**config.mk**
```make
export PLATFORM = sky130hd
export DESIGN_NAME = deadband_gate_stage
export DESIGN_NICKNAME = d
export VERILOG_FILES = /design/src/rtl/deadband_gate_stage.sv
export SDC_FILE = /design/constraint.sdc
export NUM_CORES = 1
export LEC_CHECK = 0
export ABC_CLOCK_PERIOD_IN_PS = 5250
export BUFFER_PORTS_ARGS = -buffer_cell sky130_fd_sc_hd__buf_2
export CAP_MARGIN = 20
export CELL_PAD_IN_SITES_DETAIL_PLACEMENT = 0
export CELL_PAD_IN_SITES_GLOBAL_PLACEMENT = 2
export CORE_ASPECT_RATIO = 0.5
export CORE_MARGIN = 2
export CORE_UTILIZATION = 39
export CTS_CLUSTER_DIAMETER = 150
export CTS_CLUSTER_SIZE = 8
export DETAILED_ROUTE_END_ITERATION = 8
export PLACE_DENSITY = 0.86
export SYNTH_ARGS = -nofsm -noshare
export SYNTH_HDL_FRONTEND = slang
export SYNTH_SLANG_ARGS = --single-unit
```
**constraint.sdc**
```tcl
create_clock -name clk -period 5.25 [get_ports clk]
set_clock_uncertainty 0.2 [all_clocks]
set_input_delay 0.525 -clock clk [delete_from_list [all_inputs] [get_ports clk]]
set_output_delay 0.525 -clock clk [all_outputs]
set_load 0.01 [all_outputs]
```
**src/rtl/deadband_gate_stage.sv**
```systemverilog
module deadband_gate_stage #(
  parameter int LEGS = 3,
  parameter int DW   = 8
) (
  input  logic            clk,
  input  logic            rst_n,
  input  logic [LEGS-1:0] pwm_in,
  input  logic [DW-1:0]   dead_cycles,
  input  logic            over_limit,
  input  logic            fault_clr,
  output logic [LEGS-1:0] gate_hi,
  output logic [LEGS-1:0] gate_lo_n
);

  logic fault_q;
  logic fault_d;

  assign fault_d = over_limit | (fault_q & ~fault_clr);

  always_ff @(posedge clk or negedge rst_n) begin
    if (!rst_n) fault_q <= 1'b0;
    else        fault_q <= fault_d;
  end

  for (genvar g = 0; g < LEGS; g++) begin : g_leg
    logic          raw_q;
    logic [DW-1:0] cnt;
    logic          hi_r;
    logic          lo_r;
    logic          flip;
    logic          idle;

    assign flip = pwm_in[g] ^ raw_q;
    assign idle = (cnt == '0);

    always_ff @(posedge clk or negedge rst_n) begin
      if (!rst_n) begin
        raw_q <= 1'b0;
        cnt   <= '0;
        hi_r  <= 1'b0;
        lo_r  <= 1'b1;
      end else begin
        raw_q <= pwm_in[g];
        if (flip)       cnt <= dead_cycles;
        else if (!idle) cnt <= cnt - 1'b1;
        hi_r <= ~fault_d & raw_q & idle;
        lo_r <= ~(~fault_d & ~raw_q & idle);
      end
    end

    assign gate_hi[g]   = hi_r;
    assign gate_lo_n[g] = lo_r;


    no_overlap_chk: assert property (@(posedge clk) disable iff (!rst_n)
      !(hi_r && !lo_r));
  end


  fault_kill_chk: assert property (@(posedge clk) disable iff (!rst_n)
    over_limit |=> (gate_hi == '0 && (&gate_lo_n)));


  fault_hold_chk: assert property (@(posedge clk) disable iff (!rst_n)
    (fault_q && !fault_clr) |=> fault_q);


  clear_blocked_chk: assert property (@(posedge clk) disable iff (!rst_n)
    (fault_clr && over_limit) |=> (fault_q && gate_hi == '0));

endmodule

```
; ---- Word level (Yosys, flattened, before mapping)
; Cells that the tools add are included.
[totals]
out_inout_bits = 6
inputBits = 15
ff_bits = 34
[op_classes]
n_reduce_logical = 3
n_eq_ne = 3
add_sub_neg = 3
bitwise = 25
muxes = 6
[ops]
columns = cell, n
row1 = $mux 8, 6
row2 = $logic_not 8->1, 3
row3 = $sub 8x1->8 const B, 3
row4 = $and 1x1->1, 13
row5 = $not 1->1, 8
row6 = $ne 2x2->1 const B, 3
row7 = $xor 1x1->1, 3
row8 = $or 1x1->1, 1

; ---- Longest topological paths before layout
[depth]
ltp_word = 7
ltp_mapped = 5
depth_no_buf = 5

; ---- Worst setup path before layout
; Ideal clock, no wire load.
[synth_timing]
path_kind = register to register
from = register g_leg[1].cnt[0]
to = register g_leg[1].cnt[1]
arrival_time_ps = 1532
synth_period_minus_slack_ps = 1878
required_ps = 4904
slack_ps = 3372
path_stages_with_launch = 6
path_buffers = 0
path_cell_list = dfrtp_1 > inv_1 > ha_1 > or3b_2 > nor2_1 > o311ai_0
[synth_via]
elab_chain_len = 3
elab_cells_between_ends = 5
[synth_lines]
columns = element, line_no
row1 = start: declaration, 27  ; logic [DW-1:0] cnt;
row2 = start signal: assignment, 44  ; if (flip) cnt <= dead_cycles;
row3 = start signal: assignment, 45  ; else if (!idle) cnt <= cnt - 1'b1;
row4 = $sub 8x1->8, 45
row5 = $mux 8, 45
row6 = $mux 8, 44
; Parallel ways exist; a longest one is shown, timed or not. The select of a mux whose other input is x is not followed.
; A chain may end at the register's enable or synchronous reset.

; ---- Worst setup path in the final report
; Ends and elaborated chain as after synthesis.

==> results_dict.tcl <==
set metrics [dict create \
    fmax_ghz 0.464 \
    grt_pass1_wl_um 7180 \
    netlist.top_cell.by_area "dfrtp_1" \
    synthCells 193 \
    path_clk_slew_ps 80 \
    yosysMostFrequentCell "dfrtp_1" \
    max_stage_delay_ps 470 \
    ctsRootBufferMaster "clkbuf_8" \
    dp_hpwl_um 3070 \
    wl_um 4230 \
    startpoint "g_leg[1].cnt[0]" \
    die_h_um 53.1 \
    drtAntennaViolNets 0 \
    grt.met3_usage_pct 4.36 \
    crit_fanout 7 \
    grt.total_usage_pct 18.0 \
    hp-class "input pin to async pin" \
    maxCapViolations 0 \
    grt_pass1_vias 1403 \
    critPathArrivalTime_ps 2080 \
    final_util_pct 46.3 \
    final.min_clock_period_ps 2150 \
    end_kind "flip-flop" \
    drtIter0Drc 78 \
    io_buffers 20 \
    busiest_layer "met2" \
    tightestPinTransition_ps 901 \
    dieArea_mm2 0.00543 \
    nets 230 \
    diodes 0 \
    p_total_w 0.000772 \
    r2r-start "g_leg[1].cnt[0]" \
    met1_usage_pct 26.3 \
    drv_slew 0 \
    yosysWarnings 0 \
    fp-row-count 17 \
    ys_async_sr_fraction_pct 100 \
    synthTopCellsByCount "dfrtp_1, nand2_1, nor2_1" \
    synth_area_leaders "dfrtp_1, xnor2_1, o31ai_1, dfstp_2, ha_1" \
    drc_errors 0 \
    hold_buffers 0 \
    clockBufferDepth 2 \
    syn_area_mm2 0.00188 \
    core_mm2 0.00451 \
    cts_setup_buffers 0 \
    crit_path_top_delay_cell "or3b_2" \
    synth-seq-cells 34 \
    fp.dieW_um 102 \
    gp_congestion 0.874 \
    power.density_mw_per_mm2 370 \
    post-route-period-util_pct 41.0 \
    io_pins 21 \
    yosysUniqueCellTypes 36 \
    antenna_found_initial 0 \
    hold_violations 0 \
    drtPass1Iterations 6 \
    ys_seq_area_share_pct 45.4 \
    syn2layout_area_growth_pct 11.0 \
    clkLatencyLatePin_ps 290 \
    synth_edf_count 0 \
    outcome "finished, final reports clean" \
    synthFlopType "dfrtp_1" \
    grt_max_degree 35 \
    cp_cell_sequence "inv_1 -> ha_1 -> or3b_2 -> nor2_1 -> o311ai_0" \
    cp.required_ps 5180 \
    tns_ps 0 \
    start_kind "flip-flop" \
    vias 1499 \
    use_met2_pct 26.6 \
    critPathKind "flip-flop to flip-flop" \
    clock_sinks 34 \
    wl_per_cell_um 15.3 \
    setup_viol 0 \
    synth_top_area_share_pct 41.2 \
    drive_gt1_share_pct 17.1 \
    ctsResizeCount 0 \
    cts_tree "yes" \
    avgViaCountPerCell 5.43 \
    n_fill_cell 443 \
    rsz0062_at_grt "no" \
    start_util_pct 41.7 \
    htreeDepth 2 \
    mappedNetlistNets 214 \
    slew_headroom_pct 39.7 \
    avgSynthCellArea_um2 9.75 \
    p_leak_nw 0.859 \
    grt_overflow 0 \
    ir_worst_vdd_mv 0.144 \
    cts_buffers 5 \
]
[per-stage QoR]
stage	setup WS, ps	hold WS (ps)	cell area (µm²)	std cells
finish	3100	111	2090	276
global route	2910	169	2090	276
CTS	3090	141	2090	276
detailed placement	3110	339	1990	268
global placement	3120	334	1990	268
floorplan	3370	29.4	1880	193
[logic make-up (layout without fill, tap and decap cells)]
group	count (synthesis)	in the layout	share of synthesized area [%]
simple gates	81	81	23.7
compound gates	37	37	14.3
flops	34	34	45.4
buf+inv	20	37	5.58
xor+xnor	15	15	6.98
fa+ha+maj	6	6	3.99
[power breakdown]
group	switching, W	internal [W]
logic	0.000104	0.0000905
registers	0.0000643	0.000306
clock network	0.000101	0.000105
[registers in the layout, indices dropped and copies added (netlist names)]
register and cells:
fault_q 1, g_leg.cnt 24, g_leg.hi_r 3, g_leg.lo_r 3
g_leg.raw_q 3
[metal layers]
layer,wire [µm],vias to the layer above
li1,-,736
met3,109,4
met1,2280,737
met2,1810,22
met5,0,-
met4,33,0
[cell type report]
type | instances | area (µm²) | share of cell area (%)
Clock buffer | 6 | 82.6 | 3.95
Clock inverter | 2 | 12.5 | 0.599
Inverter | 9 | 33.8 | 1.62
Multi-Input combinational cell | 139 | 922 | 44.2
Sequential cell | 34 | 855 | 40.9
Tap cell | 66 | 82.6 | 3.95
Timing Repair Buffer | 20 | 100 | 4.79
[path summary, 6_finish.rpt]
check	end	slack, ps	cells past startpoint
min	g_leg[1].hi_r	110	1
min in group clk	g_leg[0].raw_q	190	1
max reg2reg	g_leg[1].cnt[1]	3100	5
min reg2reg	g_leg[1].lo_r	350	1
max in group asynchronous	g_leg[2].cnt[3]	4250	1
max	g_leg[1].cnt[1]	3100	5
[placed cells by master (no fill, tap or decap), drive strengths merged, types with 2 or more instances in the layout]
cell type  count
nor4           3
nand2         20
and3           6
nor3b          6
dfstp          3
o31ai         11
nand4b         2
or4            5
ha             6
dfrtp         31
buf           20
nand2b         2
o311ai         4
a221oi         2
or3b           2
a21oi          4
nand4          5
clkbuf         6
nor2          13
o41ai          6
xor2           3
nor2b          2
nor3          10
a31oi          3
o21ai          4
nand3b         3
inv            9
xnor2         12
[worst max-delay path, delay by kind of cell, from the launching register on]
| family | cells | cell delay, ps |
|---|---|---|
| adder cells (fa/ha/maj) | 1 | 190 |
| buffers and inverters | 1 | 110 |
| flip-flops | 1 | 430 |
| AND/OR/NAND/NOR | 2 | 880 |
| AO/OA/AOI/OAI | 1 | 190 |
Power figures use the tool's default switching activity.
